## src/rtl/sup_pkg.sv

```systemverilog
package sup_pkg;

    typedef enum logic [2:0] {
        ST_CHARGE     = 3'd0,
        ST_LAUNCH     = 3'd1,
        ST_RUN        = 3'd2,
        ST_HIC_DRAIN  = 3'd3,
        ST_HIC_REFILL = 3'd4,
        ST_LAT_DRAIN  = 3'd5,
        ST_LAT_REFILL = 3'd6
    } sup_state_t;

    // Converts a duration in nanoseconds to clock cycles, at least one.
    function automatic int unsigned ns_to_cycles(input longint unsigned clk_khz,
                                                 input longint unsigned dur_ns);
        longint unsigned c;
        c = (clk_khz * dur_ns) / 64'd1_000_000;
        if (c < 64'd1) c = 64'd1;
        return int'(c);
    endfunction

endpackage

```

## src/rtl/persist_timer.sv

```systemverilog
// Counts consecutive high samples of a level; hit is set once LIMIT
// samples in a row have been seen and stays set while the level holds.
module persist_timer #(
    parameter int unsigned LIMIT = 4
) (
    input  logic clk,
    input  logic rst_n,
    input  logic level,
    output logic hit
);
    localparam int unsigned CW = $clog2(LIMIT + 1);
    localparam logic [CW-1:0] CMAX = CW'(LIMIT);

    logic [CW-1:0] run_q;

    always_ff @(posedge clk or negedge rst_n) begin
        if (!rst_n) begin
            run_q <= '0;
        end else if (!level) begin
            run_q <= '0;
        end else if (run_q != CMAX) begin
            run_q <= run_q + 1'b1;
        end
    end

    assign hit = (run_q == CMAX);
endmodule

```

## src/rtl/sup_fsm.sv

```systemverilog
module sup_fsm
    import sup_pkg::*;
#(
    parameter int unsigned HICCUP_ROUNDS = 2
) (
    input  logic clk,
    input  logic rst_n,
    input  logic above_on,
    input  logic below_off,
    input  logic below_low,
    input  logic below_rst,
    input  logic below_inh,
    input  logic fb_fault,
    input  logic latch_hit,
    output logic src_en,
    output logic src_hi,
    output logic drv_en,
    output logic ss_req,
    output logic fb_watch
);
    localparam int unsigned RW = (HICCUP_ROUNDS > 1) ? $clog2(HICCUP_ROUNDS) : 1;
    localparam logic [RW-1:0] LAST_ROUND = RW'(HICCUP_ROUNDS - 1);

    sup_state_t st_q, st_d;
    logic [RW-1:0] rnd_q, rnd_d;

    // State register
    always_ff @(posedge clk or negedge rst_n) begin
        if (!rst_n) begin
            st_q  <= ST_CHARGE;
            rnd_q <= '0;
        end else begin
            st_q  <= st_d;
            rnd_q <= rnd_d;
        end
    end

    // Next-state logic
    always_comb begin
        st_d  = st_q;
        rnd_d = rnd_q;
        unique case (st_q)
            ST_CHARGE: begin
                if (latch_hit)     st_d = ST_LAT_DRAIN;
                else if (above_on) st_d = ST_LAUNCH;
            end
            ST_LAUNCH, ST_RUN: begin
                if (latch_hit) begin
                    st_d = ST_LAT_DRAIN;
                end else if (fb_fault || below_off) begin
                    st_d  = ST_HIC_DRAIN;
                    rnd_d = '0;
                end else begin
                    st_d = ST_RUN;
                end
            end
            ST_HIC_DRAIN: begin
                if (latch_hit)      st_d = ST_LAT_DRAIN;
                else if (below_low) st_d = ST_HIC_REFILL;
            end
            ST_HIC_REFILL: begin
                if (latch_hit) begin
                    st_d = ST_LAT_DRAIN;
                end else if (above_on) begin
                    if (rnd_q == LAST_ROUND) begin
                        st_d  = ST_LAUNCH;
                        rnd_d = '0;
                    end else begin
                        st_d  = ST_HIC_DRAIN;
                        rnd_d = rnd_q + 1'b1;
                    end
                end
            end
            ST_LAT_DRAIN: begin
                if (below_rst)      st_d = ST_CHARGE;
                else if (below_low) st_d = ST_LAT_REFILL;
            end
            ST_LAT_REFILL: begin
                if (below_rst)     st_d = ST_CHARGE;
                else if (above_on) st_d = ST_LAT_DRAIN;
            end
            default: st_d = ST_CHARGE;
        endcase
    end

    // Output logic
    always_comb begin
        src_en = 1'b0;
        drv_en = 1'b0;
        ss_req = 1'b0;
        unique case (st_q)
            ST_CHARGE, ST_HIC_REFILL, ST_LAT_REFILL: src_en = 1'b1;
            ST_LAUNCH: begin
                drv_en = 1'b1;
                ss_req = 1'b1;
            end
            ST_RUN: drv_en = 1'b1;
            default: ;
        endcase
        src_hi   = src_en && !below_inh;
        fb_watch = drv_en;
    end
endmodule

```

## src/rtl/hiccup_supervisor.sv

```systemverilog
module hiccup_supervisor
    import sup_pkg::*;
#(
    parameter int unsigned CLK_KHZ       = 125_000,
    parameter int unsigned FB_OPEN_US    = 130_000,
    parameter int unsigned LATCH_FILT_NS = 13_000,
    parameter int unsigned HICCUP_ROUNDS = 2
) (
    input  logic clk,
    input  logic rst_n,
    input  logic vcc_above_on,
    input  logic vcc_below_off,
    input  logic vcc_below_low,
    input  logic vcc_below_rst,
    input  logic vcc_below_inh,
    input  logic fb_open,
    input  logic latch_pin,
    output logic hv_src_en,
    output logic hv_src_hi,
    output logic drive_en,
    output logic softstart_req
);
    localparam int unsigned FB_CYC    = ns_to_cycles(longint'(CLK_KHZ),
                                                     longint'(FB_OPEN_US) * 64'd1000);
    localparam int unsigned LATCH_CYC = ns_to_cycles(longint'(CLK_KHZ),
                                                     longint'(LATCH_FILT_NS));

    logic fb_watch;
    logic fb_fault;
    logic latch_hit;

    persist_timer #(.LIMIT(FB_CYC)) u_fb_timer (
        .clk   (clk),
        .rst_n (rst_n),
        .level (fb_open && fb_watch),
        .hit   (fb_fault)
    );

    persist_timer #(.LIMIT(LATCH_CYC)) u_latch_filter (
        .clk   (clk),
        .rst_n (rst_n),
        .level (latch_pin),
        .hit   (latch_hit)
    );

    sup_fsm #(.HICCUP_ROUNDS(HICCUP_ROUNDS)) u_fsm (
        .clk       (clk),
        .rst_n     (rst_n),
        .above_on  (vcc_above_on),
        .below_off (vcc_below_off),
        .below_low (vcc_below_low),
        .below_rst (vcc_below_rst),
        .below_inh (vcc_below_inh),
        .fb_fault  (fb_fault),
        .latch_hit (latch_hit),
        .src_en    (hv_src_en),
        .src_hi    (hv_src_hi),
        .drv_en    (drive_en),
        .ss_req    (softstart_req),
        .fb_watch  (fb_watch)
    );
endmodule

```

## config.mk

```make
export PLATFORM = sky130hd
export DESIGN_NAME = hiccup_supervisor
export DESIGN_NICKNAME = d
export VERILOG_FILES = /design/src/rtl/sup_pkg.sv /design/src/rtl/persist_timer.sv /design/src/rtl/sup_fsm.sv /design/src/rtl/hiccup_supervisor.sv
export SDC_FILE = /design/constraint.sdc
export NUM_CORES = 1
export LEC_CHECK = 0
export BUFFER_PORTS_ARGS = -buffer_cell sky130_fd_sc_hd__buf_2
export CAP_MARGIN = 20
export CORE_MARGIN = 3
export CORE_UTILIZATION = 50
export DETAILED_ROUTE_END_ITERATION = 8
export PLACE_DENSITY = 0.67
export SYNTH_ARGS = -nofsm -noshare
export SYNTH_HDL_FRONTEND = slang
export SYNTH_SLANG_ARGS = --single-unit
```

## constraint.sdc

```tcl
create_clock -name clk -period 2.3 [get_ports clk]
set_clock_uncertainty 0.1 [all_clocks]
set_input_delay 0.23 -clock clk [delete_from_list [all_inputs] [get_ports clk]]
set_output_delay 0.23 -clock clk [all_outputs]
set_load 0.05 [all_outputs]
```

==> impl_results.md <==
* Initial antenna violation count at 0
* First-pass GRT wire length at 7520 um
* Critical Setup Path Class: reg -> out
* Routability Congestion at 0.808
* Fmax at 0.485 GHz
* Wire per inst at 14.0 um
* Crit Path Max Fanout at 13
* Setup WS pre-CTS at 0.202 ns
* Arr. time, crit path at 1.73 ns
* Drt pass-1 iters at 4
* Via count at 1711
* CTS H-tree depth at 2
* Pwr/cell area at 757 nW/um2
* Residual DRC at 0
* Placed cell count at 300
* Num rows at 24
* Total CTS buffers at 5
* CTS tree: yes
* Maximum vdd drop at 545 uV
* WP data required at 1.97 ns
* Count of cell types in the netlist at 54
* Most frequent cells in the layout: dfrtp_1 (39), nor2_1 (26), nand2_1 (22), xnor2_1 (18), buf_2 (12)
* Post-synth EDFFs at 0
* Status: completed
* I/O pins at 13
* Final #Nets at 271
* Layout area overhead at 9.31%
* Ant. Diodes at 0
* Worst hold slack at 0.159 ns
* Die ar. at 5480 um2
* Number of synthesized register bits at 39
* Layout cells sized above 1 at 16.7%
* Dpl hpwl at 2980 um
* Final hold viol count at 0
* Synth Instances at 242
* Final WS setup at 0.239 ns
* Slew Limit Fails at 0
* Family with the most delay on the worst path: flip-flops
* Mean Syn Cell Area at 9.55 um2
* Total gr overflow at 0
* DR iter-0 viols at 110
* Clk Latency, worst-skew pair at 0.28 ns
* Antenna viol nets, final at 0
* Crit-path max cell delay at 0.51 ns
* I/O Buffers at 12
* # Max-Cap Violations at 0
* Final cell count without fillers at 310
* Clock transition at the registers of the reported paths at 0.08 ns
* Synthesized Nets at 255
* Longest Clk Path Bufs at 2
* Critical path endpoint category: primary output
* Core area at 4410 um2
* Min-delay worst type: in -> reg
* # setup viols final at 0
* CP max stage cell: dfrtp_1
* Final WL at 4350 um
* Sink Count at 39
* Final Critical Period at 2.06 ns
* Asr flop ratio synth at 100%
* Fin crit share at 89.6%
* Via/cell ratio at 5.52
* Register area share after synthesis at 42.2%
* Initial core utilization at 52.4%
* Fill cell count at 410
* Leakage at 1.04 nW
* Clock root buffer: clkbuf_8
* Critical Path Start Type: flop
* All-Layer GR Usage at 17.7%
* Die width at 74.0 um
* Cell Chain, Critical Path: nand2b_1, a21oi_1, buf_2
* Setup tns final at 0 ns
* Die Ht at 74.0 um
* Worst slew pin tran at 0.597 ns
* Vias in the first global route at 1600
* Cell area after synthesis at 2310 um2
* Yosys warns at 0
* Most common cell after layout, fill and taps aside: dfrtp_1
* Largest net degree at the start of global routing at 25
* Slew HR at 60.1%
* WP buf/inv at 1
* Ys flop type: dfrtp_1
* RSZ-0062 raised after global routing: false
==> final cells by class <==
| type | count | area, um2 | area share, % |
|---|---|---|---|
| multi-input combinational | 186 | 1260 | 49.9 |
| clock buffer | 6 | 82.6 | 3.27 |
| timing repair buffer | 18 | 108 | 4.26 |
| clock inverter | 1 | 5.00 | 0.198 |
| tap | 52 | 65.1 | 2.57 |
| inverter | 8 | 30.0 | 1.19 |
| sequential | 39 | 976 | 38.6 |
==> metal layers <==
metal	vias up	routed length [um]	global-route usage, %
li1	867	-	-
met1	816	2170	25.1
met2	22	1970	27.0
met3	6	155	4.19
met4	0	55	5.43
met5	-	0	0
==> worst paths after layout <==
| check | start | end | slack (ns) | cells after the start |
|---|---|---|---|---|
| setup reg to reg | u_latch_filter.run_q[1]$_DFFE_PN0P_ | u_fsm.st_q[1]$_DFFE_PN0P_ | 0.41 | 7 |
| max in group asynchronous | rst_n | u_fb_timer.run_q[7]$_DFFE_PN0P_ | 1.40 | 3 |
| hold reg to reg | u_fb_timer.run_q[22]$_DFFE_PN0P_ | u_fb_timer.run_q[22]$_DFFE_PN0P_ | 0.45 | 2 |
| setup / recovery | u_fsm.st_q[1]$_DFFE_PN0P_ | drive_en | 0.24 | 3 |
| hold / removal | latch_pin | u_latch_filter.run_q[1]$_DFFE_PN0P_ | 0.16 | 2 |
| min in group asynchronous | rst_n | u_fsm.st_q[2]$_DFFE_PN0P_ | 0.21 | 2 |
==> per-stage QoR <==
stage,util [%],cell area (um2),power (mW)
floorplan,-,2310,1.32
global placement,54.7,2410,1.46
detailed placement,54.7,2410,1.46
CTS,56.9,2510,1.93
global route,57.3,2530,2.06
finish,57.3,2530,1.91
==> registers in the layout, indices dropped and copies added (netlist names) <==
signal                cells
u_fb_timer.run_q         24
u_fsm.rnd_q               1
u_fsm.st_q                3
u_latch_filter.run_q     11
==> cell families (layout without fill, tap and decap cells) <==
logic type      count (synthesis)  after routing  synth area share [%]
compound gates                 31             31                  8.23
xor+xnor                       26             26                  9.85
fa+ha+maj                       4              4                  2.16
buf+inv                        17             33                  3.25
flops                          39             39                  42.2
mux                             3              3                  1.30
simple gates                  122            122                  33.0
==> where the power goes <==
part	switching (mW)	total [mW]	internal, mW
clock network	0.229	0.465	0.235
registers	0.105	0.837	0.732
logic	0.386	0.611	0.225
==> timing repair <==
item                                    4_1_cts  5_1_grt
hold buffers                                  1        0
endpoints found under the setup margin        0        3
endpoints found under the hold margin        39        0
resized for setup                             0        0
buffers inserted                              0        2
==> synth_stat cells, drive strengths merged, types with 2 or more instances <==
library cell,instances,area share [%]
or3,5,1.4
nand3,12,3.4
buf,5,1.3
nor3,5,1.3
and3,4,1.4
a22oi,2,0.65
xor2,8,3.0
clkbuf,4,0.65
mux2i,3,1.3
and4b,2,0.87
xnor2,18,6.8
nor4,7,4.2
nand4,7,2.5
and2,9,2.4
nand2b,5,1.4
nor4bb,2,0.87
nand2,22,3.6
and4,3,1.4
inv,8,1.3
nor2,28,4.8
dfrtp,39,42
ha,4,2.2
nor2b,3,0.81
o21ai,11,2.4
a21oi,8,1.7
a21boi,2,0.65
Power figures use the tool's default switching activity.
